**config.mk**
```make
export PLATFORM = sky130hd
export DESIGN_NAME = spi_word_master
export DESIGN_NICKNAME = d
export VERILOG_FILES = /design/src/rtl/spi_word_pkg.sv /design/src/rtl/spi_reg_bank.sv /design/src/rtl/spi_cs_steer.sv /design/src/rtl/spi_shift_engine.sv /design/src/rtl/spi_word_master.sv
export SDC_FILE = /design/constraint.sdc
export NUM_CORES = 1
export LEC_CHECK = 0
export BUFFER_PORTS_ARGS = -buffer_cell sky130_fd_sc_hd__clkbuf_2
export CAP_MARGIN = 15
export CORE_MARGIN = 3
export CORE_UTILIZATION = 40
export DETAILED_ROUTE_END_ITERATION = 12
export PLACE_DENSITY = 0.7
export SETUP_SLACK_MARGIN = 0.1
export SYNTH_ARGS = -nofsm -noshare
export SYNTH_HDL_FRONTEND = slang
export SYNTH_SLANG_ARGS = --single-unit
export TNS_END_PERCENT = 5
```
**constraint.sdc**
```tcl
create_clock -name clk_i -period 1.77 [get_ports clk_i]
set_clock_uncertainty 0.1 [all_clocks]
set_input_delay 0.2655 -clock clk_i [delete_from_list [all_inputs] [get_ports clk_i]]
set_output_delay 0.2655 -clock clk_i [all_outputs]
set_load 0.1 [all_outputs]
```
**src/rtl/spi_word_pkg.sv**
```systemverilog
package spi_word_pkg;
  localparam int REG_ADDR_W = 5;
  localparam logic [REG_ADDR_W-1:0] OFS_CTRL  = 5'h00;
  localparam logic [REG_ADDR_W-1:0] OFS_CFG   = 5'h04;
  localparam logic [REG_ADDR_W-1:0] OFS_DOUT  = 5'h08;
  localparam logic [REG_ADDR_W-1:0] OFS_DIN   = 5'h0C;
  localparam logic [REG_ADDR_W-1:0] OFS_CAUSE = 5'h10;

  localparam int CTRL_EN_BIT   = 0;
  localparam int CTRL_IDX_LSB  = 2;
  localparam int CTRL_BUSY_BIT = 31;
  localparam int CFG_WIDE_BIT  = 5;
  localparam int CFG_CPOL_BIT  = 11;
  localparam int CFG_CPHA_BIT  = 12;

  typedef struct packed {
    logic cpol;
    logic cpha;
    logic wide;
  } xfer_cfg_t;
endpackage

```
**src/rtl/spi_reg_bank.sv**
```systemverilog
module spi_reg_bank
  import spi_word_pkg::*;
#(
  parameter int NUM_CS   = 8,
  parameter int WORD_W   = 16,
  parameter int NARROW_W = 8,
  parameter int DATA_W   = 32
) (
  input  logic                    clk_i,
  input  logic                    rst_ni,
  input  logic                    we_i,
  input  logic [REG_ADDR_W-1:0]   addr_i,
  input  logic [DATA_W-1:0]       wdata_i,
  output logic [DATA_W-1:0]       rdata_o,
  input  logic                    busy_i,
  input  logic                    done_i,
  input  logic [WORD_W-1:0]       rx_word_i,
  output xfer_cfg_t               cfg_o,
  output logic [$clog2(NUM_CS)-1:0] cs_idx_o,
  output logic                    cs_en_o,
  output logic                    start_o,
  output logic [WORD_W-1:0]       tx_word_o,
  output logic                    cause_o
);
  localparam int IDX_W = $clog2(NUM_CS);

  logic [IDX_W-1:0]  idx_q;
  logic              en_q;
  xfer_cfg_t         cfg_q;
  logic [WORD_W-1:0] dout_q, din_q, wr_word;
  logic              cause_q;
  logic              wr_ctrl, wr_cfg, wr_dout, wr_cause;

  assign wr_ctrl  = we_i && (addr_i == OFS_CTRL);
  assign wr_cfg   = we_i && (addr_i == OFS_CFG);
  assign wr_dout  = we_i && (addr_i == OFS_DOUT);
  assign wr_cause = we_i && (addr_i == OFS_CAUSE);

  // width follows the live config bit at the time of the write
  assign wr_word  = cfg_q.wide ? wdata_i[WORD_W-1:0] : WORD_W'(wdata_i[NARROW_W-1:0]);
  assign start_o  = wr_dout && !busy_i;
  assign tx_word_o = wr_word;

  always_ff @(posedge clk_i or negedge rst_ni) begin
    if (!rst_ni) begin
      idx_q   <= '0;
      en_q    <= 1'b0;
      cfg_q   <= '0;
      dout_q  <= '0;
      din_q   <= '0;
      cause_q <= 1'b0;
    end else begin
      if (wr_ctrl) begin
        en_q  <= wdata_i[CTRL_EN_BIT];
        idx_q <= wdata_i[CTRL_IDX_LSB +: IDX_W];
      end
      if (wr_cfg) begin
        cfg_q.cpol <= wdata_i[CFG_CPOL_BIT];
        cfg_q.cpha <= wdata_i[CFG_CPHA_BIT];
        cfg_q.wide <= wdata_i[CFG_WIDE_BIT];
      end
      if (start_o) dout_q <= wr_word;
      if (done_i) din_q <= rx_word_i;
      if (done_i) cause_q <= 1'b1;
      else if (wr_cause && (wdata_i == '0)) cause_q <= 1'b0;
    end
  end

  always_comb begin
    rdata_o = '0;
    unique case (addr_i)
      OFS_CTRL: begin
        rdata_o[CTRL_EN_BIT]                = en_q;
        rdata_o[CTRL_IDX_LSB +: IDX_W]      = idx_q;
        rdata_o[CTRL_BUSY_BIT]              = busy_i;
      end
      OFS_CFG: begin
        rdata_o[CFG_CPOL_BIT] = cfg_q.cpol;
        rdata_o[CFG_CPHA_BIT] = cfg_q.cpha;
        rdata_o[CFG_WIDE_BIT] = cfg_q.wide;
      end
      OFS_DOUT:  rdata_o[WORD_W-1:0] = dout_q;
      OFS_DIN:   rdata_o[WORD_W-1:0] = din_q;
      OFS_CAUSE: rdata_o[0]          = cause_q;
      default:   rdata_o = '0;
    endcase
  end

  assign cfg_o    = cfg_q;
  assign cs_idx_o = idx_q;
  assign cs_en_o  = en_q;
  assign cause_o  = cause_q;
endmodule

```
**src/rtl/spi_cs_steer.sv**
```systemverilog
module spi_cs_steer #(
  parameter int NUM_CS = 8
) (
  input  logic [$clog2(NUM_CS)-1:0] idx_i,
  input  logic                      en_i,
  output logic [NUM_CS-1:0]         cs_no
);
  for (genvar g = 0; g < NUM_CS; g++) begin : g_cs
    assign cs_no[g] = !(en_i && (idx_i == g[$clog2(NUM_CS)-1:0]));
  end
endmodule

```
**src/rtl/spi_shift_engine.sv**
```systemverilog
module spi_shift_engine
  import spi_word_pkg::*;
#(
  parameter int WORD_W   = 16,
  parameter int NARROW_W = 8
) (
  input  logic              clk_i,
  input  logic              rst_ni,
  input  logic              start_i,
  input  logic [WORD_W-1:0] word_i,
  input  xfer_cfg_t         cfg_i,
  input  logic              tick_i,
  input  logic              miso_i,
  output logic              busy_o,
  output logic              done_o,
  output logic [WORD_W-1:0] rx_o,
  output logic              sclk_o,
  output logic              mosi_o
);
  localparam int CNT_W = $clog2(2 * WORD_W);
  localparam int PAD_W = WORD_W - NARROW_W;
  localparam logic [CNT_W-1:0] LAST_WIDE   = CNT_W'(2 * WORD_W - 1);
  localparam logic [CNT_W-1:0] LAST_NARROW = CNT_W'(2 * NARROW_W - 1);

  logic              busy_q, phase_q, cpol_q, cpha_q, wide_q;
  logic [CNT_W-1:0]  edge_q, last_edge;
  logic [WORD_W-1:0] tx_sr, rx_sr, rx_next;
  logic              step, sample, last;

  assign last_edge = wide_q ? LAST_WIDE : LAST_NARROW;
  // even edge index = leading edge of a bit
  assign sample  = (~edge_q[0]) ^ cpha_q;
  assign rx_next = {rx_sr[WORD_W-2:0], miso_i};
  assign step    = busy_q && tick_i;
  assign last    = step && (edge_q == last_edge);

  always_ff @(posedge clk_i or negedge rst_ni) begin
    if (!rst_ni) begin
      busy_q  <= 1'b0;
      phase_q <= 1'b0;
      cpol_q  <= 1'b0;
      cpha_q  <= 1'b0;
      wide_q  <= 1'b0;
      edge_q  <= '0;
      tx_sr   <= '0;
      rx_sr   <= '0;
    end else if (start_i) begin
      busy_q  <= 1'b1;
      phase_q <= 1'b0;
      edge_q  <= '0;
      cpol_q  <= cfg_i.cpol;
      cpha_q  <= cfg_i.cpha;
      wide_q  <= cfg_i.wide;
      tx_sr   <= cfg_i.wide ? word_i : (word_i << PAD_W);
      rx_sr   <= '0;
    end else if (step) begin
      phase_q <= ~phase_q;
      edge_q  <= edge_q + 1'b1;
      if (sample) rx_sr <= rx_next;
      else if (edge_q != '0) tx_sr <= {tx_sr[WORD_W-2:0], 1'b0};
      if (last) busy_q <= 1'b0;
    end
  end

  assign busy_o = busy_q;
  assign done_o = last;
  assign rx_o   = sample ? rx_next : rx_sr;
  assign sclk_o = busy_q ? (cpol_q ^ phase_q) : cfg_i.cpol;
  assign mosi_o = tx_sr[WORD_W-1];
endmodule

```
**src/rtl/spi_word_master.sv**
```systemverilog
module spi_word_master
  import spi_word_pkg::*;
#(
  parameter int NUM_CS   = 8,
  parameter int WORD_W   = 16,
  parameter int NARROW_W = 8,
  parameter int DATA_W   = 32
) (
  input  logic                  clk_i,
  input  logic                  rst_ni,
  input  logic                  reg_we_i,
  input  logic [REG_ADDR_W-1:0] reg_addr_i,
  input  logic [DATA_W-1:0]     reg_wdata_i,
  output logic [DATA_W-1:0]     reg_rdata_o,
  input  logic                  bit_tick_i,
  output logic                  sclk_o,
  output logic                  mosi_o,
  input  logic                  miso_i,
  output logic [NUM_CS-1:0]     cs_no
);
  localparam int IDX_W = $clog2(NUM_CS);

  xfer_cfg_t         cfg;
  logic [IDX_W-1:0]  cs_idx;
  logic              cs_en, start, busy, done, cause;
  logic [WORD_W-1:0] tx_word, rx_word;

  spi_reg_bank #(
    .NUM_CS(NUM_CS), .WORD_W(WORD_W), .NARROW_W(NARROW_W), .DATA_W(DATA_W)
  ) u_regs (
    .clk_i, .rst_ni,
    .we_i(reg_we_i), .addr_i(reg_addr_i), .wdata_i(reg_wdata_i), .rdata_o(reg_rdata_o),
    .busy_i(busy), .done_i(done), .rx_word_i(rx_word),
    .cfg_o(cfg), .cs_idx_o(cs_idx), .cs_en_o(cs_en),
    .start_o(start), .tx_word_o(tx_word), .cause_o(cause)
  );

  spi_cs_steer #(.NUM_CS(NUM_CS)) u_cs (
    .idx_i(cs_idx), .en_i(cs_en), .cs_no(cs_no)
  );

  spi_shift_engine #(.WORD_W(WORD_W), .NARROW_W(NARROW_W)) u_eng (
    .clk_i, .rst_ni,
    .start_i(start), .word_i(tx_word), .cfg_i(cfg), .tick_i(bit_tick_i),
    .miso_i(miso_i), .busy_o(busy), .done_o(done), .rx_o(rx_word),
    .sclk_o(sclk_o), .mosi_o(mosi_o)
  );
endmodule


```
==> results of run 1 <==
==> routing by layer <==
metal | vias to the layer above | track usage [%] | wire length (microns)
li1 | 1712 | - | -
met1 | 1751 | 24.0 | 4570
met2 | 98 | 32.7 | 5540
met3 | 15 | 2.82 | 545
met4 | 0 | 6.77 | 231
met5 | - | 0 | 0
==> worst register-to-register path, stage by stage (launching register included) <==
cell	delay [ps]
sky130_fd_sc_hd__dfrtp_1	410
sky130_fd_sc_hd__buf_6	140
sky130_fd_sc_hd__xnor2_4	150
sky130_fd_sc_hd__nor3_4	260
sky130_fd_sc_hd__buf_12	200
sky130_fd_sc_hd__mux2i_1	220
sky130_fd_sc_hd__o21ai_1	80
==> per-stage QoR <==
step	hold slack, ps	instances	worst slack [ps]
after global routing	75.4	682	-151
final	61.9	682	-60.5
after global placement	130	659	-196
after floorplan	-130	477	-524
after detailed placement	134	659	-214
after CTS	52.3	680	-67.5
==> path summary, 6_finish.rpt <==
kind,start,endpoint,slack (ps)
worst max-delay path,u_regs.cs_idx_o[2]$_DFFE_PN0P_,reg_rdata_o[4],-60
worst min-delay path,reg_wdata_i[10],u_regs.dout_q[10]$_DFFE_PN0P_,60
worst max register to register,u_eng.edge_q[0]$_DFFE_PN0P_,u_eng.tx_sr[6]$_DFFE_PN0P_,90
worst min register to register,u_regs.dout_q[2]$_DFFE_PN0P_,u_regs.dout_q[2]$_DFFE_PN0P_,390
max in group asynchronous,rst_ni,u_eng.tx_sr[5]$_DFFE_PN0P_,720
min in group asynchronous,rst_ni,u_regs.cfg_o[0]$_DFFE_PN0P_,290
==> cells by family after synthesis <==
kind of cell | share of synthesized area (%)
AND/OR/NAND/NOR | 21.1
flip-flops | 48.0
AO/OA/AOI/OAI | 8.93
multiplexers | 13.2
buffers and inverters | 7.03
XOR/XNOR | 1.05
adder cells (fa/ha/maj) | 0.586
other | 0.0878
==> sequential cells by signal (all words and copies together) (netlist names) <==
name / cells
u_eng.busy_o: 1
u_eng.cpha_q: 1
u_eng.cpol_q: 1
u_eng.edge_q: 5
u_eng.phase_q: 1
u_eng.rx_sr: 16
u_eng.tx_sr: 16
u_eng.wide_q: 1
u_regs.cause_o: 1
u_regs.cfg_o: 3
u_regs.cs_en_o: 1
u_regs.cs_idx_o: 3
u_regs.din_q: 16
u_regs.dout_q: 16
==> Yosys cell counts <==
library cell                 n
sky130_fd_sc_hd__buf_6       5
sky130_fd_sc_hd__a21oi_1    36
sky130_fd_sc_hd__clkbuf_4    1
sky130_fd_sc_hd__nor2b_1     5
sky130_fd_sc_hd__nand4_1     2
sky130_fd_sc_hd__buf_4      17
sky130_fd_sc_hd__nand2_1   107
sky130_fd_sc_hd__o221ai_1    8
sky130_fd_sc_hd__xor2_1      1
sky130_fd_sc_hd__nor2_1     39
sky130_fd_sc_hd__mux2_2     10
sky130_fd_sc_hd__buf_2       9
sky130_fd_sc_hd__conb_1      1
sky130_fd_sc_hd__mux2i_1    45
sky130_fd_sc_hd__or4b_1      1
sky130_fd_sc_hd__nor4b_1     2
sky130_fd_sc_hd__o21ai_1     4
sky130_fd_sc_hd__o41ai_1     1
sky130_fd_sc_hd__ha_1        2
sky130_fd_sc_hd__xnor2_1     1
sky130_fd_sc_hd__o21ai_0    11
sky130_fd_sc_hd__clkbuf_1   14
sky130_fd_sc_hd__nor3_1      3
sky130_fd_sc_hd__nor3_4      2
sky130_fd_sc_hd__dfrtp_1    82
sky130_fd_sc_hd__a31oi_1     4
sky130_fd_sc_hd__a22oi_1     3
sky130_fd_sc_hd__nor4_1      8
sky130_fd_sc_hd__nand3_1    28
sky130_fd_sc_hd__inv_1       3
sky130_fd_sc_hd__or3_1       5
sky130_fd_sc_hd__xnor2_4     1
sky130_fd_sc_hd__nand2b_1    2
==> cell type report <==
| type | count | area (sq um) | share of cell area, % |
|---|---|---|---|
| multi-input combinational | 346 | 2200 | 38.4 |
| sequential | 82 | 2060 | 35.8 |
| timing repair buffer | 99 | 1060 | 18.5 |
| tap | 136 | 170 | 2.96 |
| clock buffer | 13 | 169 | 2.94 |
| clock inverter | 3 | 68.8 | 1.20 |
| inverter | 3 | 11.3 | 0.196 |
==> report_power, final <==
part           switching [mW]  internal (mW)  leakage, nW  total (mW)
logic                    1.55           1.05         1.42        2.60
clock network           0.677          0.917        0.120        1.59
registers               0.398           2.28         1.10        2.68
total                    2.62           4.25         2.64        6.87
==> what timing repair did <==
action / in CTS / in global routing
pin swaps: 16 / 14
gates resized for setup: 29 / 23
endpoints found under the hold margin: 29 / 0
endpoints found under the setup margin: 74 / 80
buffers inserted: 4 / 2
hold buffers: 1 / 0
==> report_table.html, run 1 <==
<table>
<tr><th>Metric</th><th>Value</th></tr>
<tr><th colspan="2">Final layout</th></tr>
<tr><td>Final cell utilization of the core</td><td>55.4%</td></tr>
<tr><td>Most common cell after layout, fill and taps aside</td><td>sky130_fd_sc_hd__nand2_1</td></tr>
<tr><td>Layout fillers</td><td>900</td></tr>
<tr><td>Ratio of cells with drive above 1 in the final layout</td><td>31.1%</td></tr>
<tr><td>Post-route standard cell area excluding fillers</td><td>5740 sq um</td></tr>
<tr><td>Commonest non-fill, non-tap cells in the layout</td><td>sky130_fd_sc_hd__nand2_1 (107), sky130_fd_sc_hd__dfrtp_1 (78), sky130_fd_sc_hd__mux2i_1 (45)</td></tr>
<tr><td>Number of nets in the layout</td><td>585</td></tr>
<tr><td>Diodes inserted</td><td>0</td></tr>
<tr><td>Area delta synth-&gt;final</td><td>34.4%</td></tr>
<tr><th colspan="2">Route</th></tr>
<tr><td>Number of DRC markers after the initial detailed-route iteration</td><td>251</td></tr>
<tr><td>Total via count after detailed routing</td><td>3576</td></tr>
<tr><td>Number of iterations in the first detailed-routing pass</td><td>4</td></tr>
<tr><td>Detail-routed via count per cell</td><td>roughly 5.2</td></tr>
<tr><td>Number of nets with antenna violations after routing</td><td>0</td></tr>
<tr><td>Per-cell routed wire length</td><td>~16 microns</td></tr>
<tr><td>Wire length reported by the detailed router</td><td>10900 microns</td></tr>
<tr><td># DRC</td><td>0</td></tr>
<tr><th colspan="2">Timing</th></tr>
<tr><td>Slew at the pin closest to its max-slew limit</td><td>between 500 and 600 ps</td></tr>
<tr><td>Post-route fraction of the period consumed by the critical path</td><td>103%</td></tr>
<tr><td>Sum Neg Setup Slack</td><td>-473 ps</td></tr>
<tr><td>Worst-case setup margin in the final layout</td><td>-60.5 ps</td></tr>
<tr><td>Final Max Slew Viols</td><td>0</td></tr>
<tr><td>Highest clock frequency the design can meet</td><td>546 MHz</td></tr>
<tr><td>Number of setup violations in the final report</td><td>16</td></tr>
<tr><td>Unrepaired setup endpoints after global routing</td><td>yes</td></tr>
<tr><td>Slew headroom</td><td>64.1%</td></tr>
<tr><td>Number of failing hold endpoints at the final stage</td><td>0</td></tr>
<tr><td>Final min period</td><td>~1800 ps</td></tr>
<tr><th colspan="2">Floorplan</th></tr>
<tr><td>Area enclosed by the die boundary</td><td>between 10000 and 15000 sq um</td></tr>
<tr><td>Starting utilization of the core area</td><td>41.2%</td></tr>
<tr><td>Number of top-level design ports</td><td>between 80 and 90</td></tr>
<tr><td>Die Height</td><td>109 microns</td></tr>
<tr><td>Number of placement rows</td><td>37</td></tr>
<tr><td>Die width</td><td>109 microns</td></tr>
<tr><td>Core area</td><td>10400 sq um</td></tr>
<tr><th colspan="2">Critical path</th></tr>
<tr><td>Highest-delay cell along the critical path</td><td>sky130_fd_sc_hd__dfrtp_1</td></tr>
<tr><td>CP endpoint kind</td><td>primary output</td></tr>
<tr><td>Number of buffer and inverter stages on the critical path</td><td>1</td></tr>
<tr><td>Critical-path cell list</td><td>mux2i_1 -&gt; nor2_1 -&gt; a31oi_1 -&gt; nor2_2 -&gt; buf_12</td></tr>
<tr><td>Stages on worst setup path</td><td>5</td></tr>
<tr><td>Delay of the slowest critical-path stage</td><td>430 ps</td></tr>
<tr><td>Largest fanout on the critical path</td><td>5</td></tr>
<tr><td>Worst setup path category</td><td>register to primary output</td></tr>
<tr><td>Category of the worst setup path launch point</td><td>register</td></tr>
<tr><td>Cell family contributing the most delay on the critical path</td><td>flip-flops</td></tr>
<tr><td>Logic depth of the worst register-to-register path</td><td>6</td></tr>
<tr><td>Crit path DAT</td><td>1470 ps</td></tr>
<tr><td>Required @ worst endpoint</td><td>1400 ps</td></tr>
<tr><th colspan="2">Clock tree</th></tr>
<tr><td>Sinks on the clock net</td><td>82</td></tr>
<tr><td>Clock network latency to the later pin of the worst-skew pair</td><td>350 ps</td></tr>
<tr><td>Maximum clock insertion buffer count</td><td>2</td></tr>
<tr><td>H-tree depth</td><td>3</td></tr>
<tr><td>Number of buffers created by CTS</td><td>9</td></tr>
<tr><td>Clock tree from TritonCTS</td><td>done</td></tr>
<tr><td>Clock root buffer</td><td>sky130_fd_sc_hd__clkbuf_8</td></tr>
<tr><td>Register clock-pin slew on the reported worst setup and hold paths</td><td>80 ps</td></tr>
<tr><th colspan="2">Run</th></tr>
<tr><td>Max capacitance violation total</td><td>0</td></tr>
<tr><th colspan="2">Synthesis</th></tr>
<tr><td>Cell count after synthesis</td><td>463</td></tr>
<tr><td>Library cell with the largest summed area after synthesis</td><td>sky130_fd_sc_hd__dfrtp_1</td></tr>
<tr><td>Yosys warning total</td><td>0</td></tr>
<tr><td>Mapped Area</td><td>4270 sq um</td></tr>
<tr><td>Post-synthesis register bit count</td><td>82</td></tr>
<tr><td>Fraction of the yosys area taken by sequential cells</td><td>48.0%</td></tr>
<tr><td>Biggest area contributors in the synthesized netlist</td><td>sky130_fd_sc_hd__dfrtp_1 (48%), sky130_fd_sc_hd__mux2i_1 (11%), sky130_fd_sc_hd__nand2_1 (9.4%)</td></tr>
<tr><td>Per-instance average area after synthesis</td><td>between 9 and 10 sq um</td></tr>
<tr><td>Top-area cell type share of the netlist area</td><td>approximately half</td></tr>
<tr><td>Number of distinct library cells after synthesis</td><td>33</td></tr>
<tr><th colspan="2">GRT</th></tr>
<tr><td>Number of antenna violations at the first check in global routing</td><td>0</td></tr>
<tr><td>Number of global-route vias before repair</td><td>3523</td></tr>
<tr><td>First-pass GRT wire length</td><td>between 15000 and 20000 microns</td></tr>
<tr><td>Total congestion overflow after global routing</td><td>0</td></tr>
<tr><td>Total global-route track usage</td><td>18.9%</td></tr>
<tr><td>Pin count of the biggest net entering global routing</td><td>41</td></tr>
<tr><th colspan="2">Worst hold path</th></tr>
<tr><td>Class of the tightest hold or removal check</td><td>input pin to register</td></tr>
<tr><td>Cell depth of the worst min-delay path</td><td>3</td></tr>
<tr><th colspan="2">Run status</th></tr>
<tr><td>Run status</td><td>finished with violations</td></tr>
<tr><td>Failing checks</td><td>negative setup slack</td></tr>
<tr><th colspan="2">Pwr</th></tr>
<tr><td>Maximum VDD drop</td><td>0.000534 V</td></tr>
<tr><td>Areal power density over the cells</td><td>1200 nW/um^2</td></tr>
<tr><td>Total power consumption of the routed design</td><td>6.87 mW</td></tr>
<tr><td>Pleak</td><td>around 2.6 nW</td></tr>
<tr><th colspan="2">Placed design</th></tr>
<tr><td>Global placement routability congestion</td><td>0.814</td></tr>
<tr><td>Post-Place Cell Area</td><td>between 5000 and 6000 sq um</td></tr>
<tr><td>Final HPWL from detailed placement</td><td>7840 microns</td></tr>
<tr><td># port buffers</td><td>68</td></tr>
</table>
No activity file was read; power rests on OpenSTA's default activity.
==> run 2, diff against run 1 <==
--- a/config.mk
+++ b/config.mk
@@ -8,9 +8,9 @@
 export BUFFER_PORTS_ARGS = -buffer_cell sky130_fd_sc_hd__clkbuf_2
 export CAP_MARGIN = 15
 export CORE_MARGIN = 3
-export CORE_UTILIZATION = 40
+export CORE_UTILIZATION = 30
 export DETAILED_ROUTE_END_ITERATION = 12
-export PLACE_DENSITY = 0.7
+export PLACE_DENSITY = 0.57
 export SETUP_SLACK_MARGIN = 0.1
 export SYNTH_ARGS = -nofsm -noshare
 export SYNTH_HDL_FRONTEND = slang
==> run 2 against run 1 <==
The run still ends with negative setup slack left. Critical endpoint is now reg_rdata_o[15]. Flip-flop and latch count is the same. Largest cell class unchanged. Non-clock buffer count increased by 11. Sequential share of layout area fell by 1.9 points.
==> report_table.html, run 2 (synthesis gave the netlist of run 1 again) <==
<table>
<tr><th>Metric</th><th>Value</th></tr>
<tr><th colspan="2">Critical path</th></tr>
<tr><td>Crit Reg-Reg Startpoint</td><td>u_eng.edge_q[0]$_DFFE_PN0P_</td></tr>
<tr><td>Crit path DAT</td><td>between 1000 and 1500 ps</td></tr>
<tr><td>Required @ worst endpoint</td><td>1400 ps</td></tr>
<tr><td>Number of buffer and inverter stages on the critical path</td><td>3</td></tr>
<tr><td>CP endpoint kind</td><td>primary output</td></tr>
<tr><td>Highest-delay cell along the critical path</td><td>sky130_fd_sc_hd__or4b_4</td></tr>
<tr><td>Critical-path cell list</td><td>buf_6 -&gt; or4b_4 -&gt; buf_12 -&gt; nor2_4 -&gt; buf_12</td></tr>
<tr><td>Setup slack of the most critical reg-to-reg path</td><td>around 70 ps</td></tr>
<tr><td>Largest fanout on the critical path</td><td>5</td></tr>
<tr><td>Delay of the slowest critical-path stage</td><td>590 ps</td></tr>
<tr><td>Cell family contributing the most delay on the critical path</td><td>simple AND/OR/NAND/NOR gates</td></tr>
<tr><td>Worst setup path category</td><td>input pin to primary output</td></tr>
<tr><td>Reg2reg end</td><td>u_eng.tx_sr[6]$_DFFE_PN0P_</td></tr>
<tr><td>Cell repeated most along the worst path</td><td>sky130_fd_sc_hd__buf_12</td></tr>
<tr><td>Category of the worst setup path launch point</td><td>input pin</td></tr>
<tr><td>Logic depth of the worst register-to-register path</td><td>6</td></tr>
<tr><th colspan="2">Route</th></tr>
<tr><td>Per-cell routed wire length</td><td>15.8 microns</td></tr>
<tr><td>Number of iterations in the first detailed-routing pass</td><td>4</td></tr>
<tr><td># DRC</td><td>0</td></tr>
<tr><td>Total via count after detailed routing</td><td>3624</td></tr>
<tr><td>Number of DRC markers after the initial detailed-route iteration</td><td>183</td></tr>
<tr><td>Detail-routed via count per cell</td><td>4.94</td></tr>
<tr><td>Number of nets with antenna violations after routing</td><td>0</td></tr>
<tr><td>Wire length reported by the detailed router</td><td>between 10000 and 15000 microns</td></tr>
<tr><th colspan="2">Timing</th></tr>
<tr><td>Worst-case setup margin in the final layout</td><td>-60.1 ps</td></tr>
<tr><td>Sum Neg Setup Slack</td><td>-815 ps</td></tr>
<tr><td>Post-route fraction of the period consumed by the critical path</td><td>103%</td></tr>
<tr><td>Slew at the pin closest to its max-slew limit</td><td>542 ps</td></tr>
<tr><td>Final min period</td><td>1830 ps</td></tr>
<tr><td>Number of setup violations in the final report</td><td>29</td></tr>
<tr><td>Highest clock frequency the design can meet</td><td>546 MHz</td></tr>
<tr><td>Number of failing hold endpoints at the final stage</td><td>0</td></tr>
<tr><td>Slew headroom</td><td>between 60% and 70%</td></tr>
<tr><td>Final Max Slew Viols</td><td>0</td></tr>
<tr><td>Unrepaired setup endpoints after global routing</td><td>yes</td></tr>
<tr><th colspan="2">Clock tree</th></tr>
<tr><td>H-tree depth</td><td>3</td></tr>
<tr><td>Clock network latency to the later pin of the worst-skew pair</td><td>~330 ps</td></tr>
<tr><td>Sinks on the clock net</td><td>82</td></tr>
<tr><td>Clock tree from TritonCTS</td><td>done</td></tr>
<tr><td>Register clock-pin slew on the reported worst setup and hold paths</td><td>60 ps</td></tr>
<tr><td>Maximum clock insertion buffer count</td><td>2</td></tr>
<tr><td>Number of buffers created by CTS</td><td>9</td></tr>
<tr><td>Clock root buffer</td><td>sky130_fd_sc_hd__clkbuf_16</td></tr>
<tr><th colspan="2">Pwr</th></tr>
<tr><td>Areal power density over the cells</td><td>1200 nW/um^2</td></tr>
<tr><td>Maximum VDD drop</td><td>0.000758 V</td></tr>
<tr><td>Total power consumption of the routed design</td><td>roughly 7.3 mW</td></tr>
<tr><td>Pleak</td><td>2.74 nW</td></tr>
<tr><th colspan="2">GRT</th></tr>
<tr><td>Number of antenna violations at the first check in global routing</td><td>0</td></tr>
<tr><td>Total global-route track usage</td><td>14.7%</td></tr>
<tr><td>Pin count of the biggest net entering global routing</td><td>44</td></tr>
<tr><td>Number of global-route vias before repair</td><td>3695</td></tr>
<tr><td>First-pass GRT wire length</td><td>18900 microns</td></tr>
<tr><td>Total congestion overflow after global routing</td><td>0</td></tr>
<tr><th colspan="2">Floorplan</th></tr>
<tr><td>Number of placement rows</td><td>42</td></tr>
<tr><td>Die width</td><td>roughly 130 microns</td></tr>
<tr><td>Die Height</td><td>125 microns</td></tr>
<tr><td>Core area</td><td>13600 sq um</td></tr>
<tr><td>Area enclosed by the die boundary</td><td>15700 sq um</td></tr>
<tr><td>Starting utilization of the core area</td><td>31.5%</td></tr>
<tr><td>Number of top-level design ports</td><td>84</td></tr>
<tr><th colspan="2">Worst hold path</th></tr>
<tr><td>Endpoint, Worst Hold</td><td>u_eng.rx_sr[0]$_DFFE_PN0P_</td></tr>
<tr><td>Worst Hold Launch</td><td>miso_i</td></tr>
<tr><td>Class of the tightest hold or removal check</td><td>input pin to register</td></tr>
<tr><td>Cell depth of the worst min-delay path</td><td>3</td></tr>
<tr><th colspan="2">Final layout</th></tr>
<tr><td>Diodes inserted</td><td>0</td></tr>
<tr><td>Sequential cell area</td><td>a little over 2000 sq um</td></tr>
<tr><td>Number of nets in the layout</td><td>596</td></tr>
<tr><td>Ratio of cells with drive above 1 in the final layout</td><td>approximately 34%</td></tr>
<tr><td>Total area of multi-input combinational cells</td><td>2250 sq um</td></tr>
<tr><td>Area delta synth-&gt;final</td><td>42.1%</td></tr>
<tr><td>Commonest non-fill, non-tap cells in the layout</td><td>sky130_fd_sc_hd__nand2_1 (106), sky130_fd_sc_hd__dfrtp_1 (77), sky130_fd_sc_hd__clkbuf_2 (40)</td></tr>
<tr><td>Layout fillers</td><td>1286</td></tr>
<tr><td>Most common cell after layout, fill and taps aside</td><td>sky130_fd_sc_hd__nand2_1</td></tr>
<tr><th colspan="2">Run</th></tr>
<tr><td>Max capacitance violation total</td><td>0</td></tr>
<tr><th colspan="2">Run status</th></tr>
<tr><td>Run status</td><td>finished with violations</td></tr>
<tr><td>Failing checks</td><td>negative setup slack</td></tr>
<tr><th colspan="2">Placed design</th></tr>
<tr><td># port buffers</td><td>68</td></tr>
<tr><td>Worst slack, placed</td><td>-254 ps</td></tr>
<tr><td>Final HPWL from detailed placement</td><td>8100 microns</td></tr>
<tr><td>Global placement routability congestion</td><td>0.795</td></tr>
</table>
run 2: cell count changes in the layout (fill, tap and decap cells not counted), sizes merged:
cell    change
bufinv      -1
inv         -1
clkbuf      +1
buf         +7
clkinv      +5
run 2: layout make-up:
cell class	instances	share of cell area [%]
Clock buffer	10	3.94
Clock inverter	6	1.09
Inverter	3	0.186
Multi-Input combinational cell	346	37.1
Sequential cell	82	33.9
Tap cell	176	3.63
Timing Repair Buffer	110	20.1
run 2: worst max-delay path by stage:
stage	startpoint	to	slack, ps	cells after the start
2_1_floorplan	reg_addr_i[1]	reg_rdata_o[31]	-520	3
3_3_place_gp	reg_addr_i[1]	u_eng.tx_sr[0]$_DFFE_PN0P_	-210	7
3_5_place_dp	reg_addr_i[1]	u_eng.tx_sr[6]$_DFFE_PN0P_	-250	7
4_1_cts	u_regs.cs_idx_o[1]$_DFFE_PN0P_	reg_rdata_o[3]	-60	5
5_1_grt	u_regs.cs_en_o$_DFFE_PN0P_	reg_rdata_o[0]	-110	5
6_report	reg_addr_i[4]	reg_rdata_o[15]	-60	5
run 2: worst min-delay path: stages:
cell and delay (ps):
sky130_fd_sc_hd__clkbuf_2 90, sky130_fd_sc_hd__nand2_1 70, sky130_fd_sc_hd__a21oi_2 50
run 2: routing by layer:
layer,vias up,global-route usage (%),part of all wire (%)
met2,95,24.1,50
met5,-,0,0
met4,0,6.25,2.1
li1,1742,-,-
met3,15,1.79,3.8
met1,1772,19.8,44
run 2: timing repair:
action,4_1_cts,5_1_grt
pin swaps,16,5
gates resized for setup,48,19
setup buffers,5,5
hold buffers,1,0
cloned,0,4
setup endpoints to repair,43,99
endpoints found under the hold margin,26,0
run 2: power breakdown:
| group | switching [mW] | internal, mW | leakage, nW |
|---|---|---|---|
| registers | 0.360 | 2.29 | 1.10 |
| clock network | 0.749 | 1.13 | 0.152 |
| logic | 1.63 | 1.11 | 1.49 |
| total | 2.73 | 4.54 | 2.74 |
run 2: through the flow:
step           std cells  utilization (%)  hold WS [ps]  instance area [sq um]
3_3_place_gp         702             39.2           110                   5320
3_5_place_dp         702             39.2           116                   5320
6_report             733             44.8          80.5                   6070
2_1_floorplan        477                -          -130                   4460
4_1_cts              724             43.2          69.2                   5860
5_1_grt              733             44.8           102                   6070
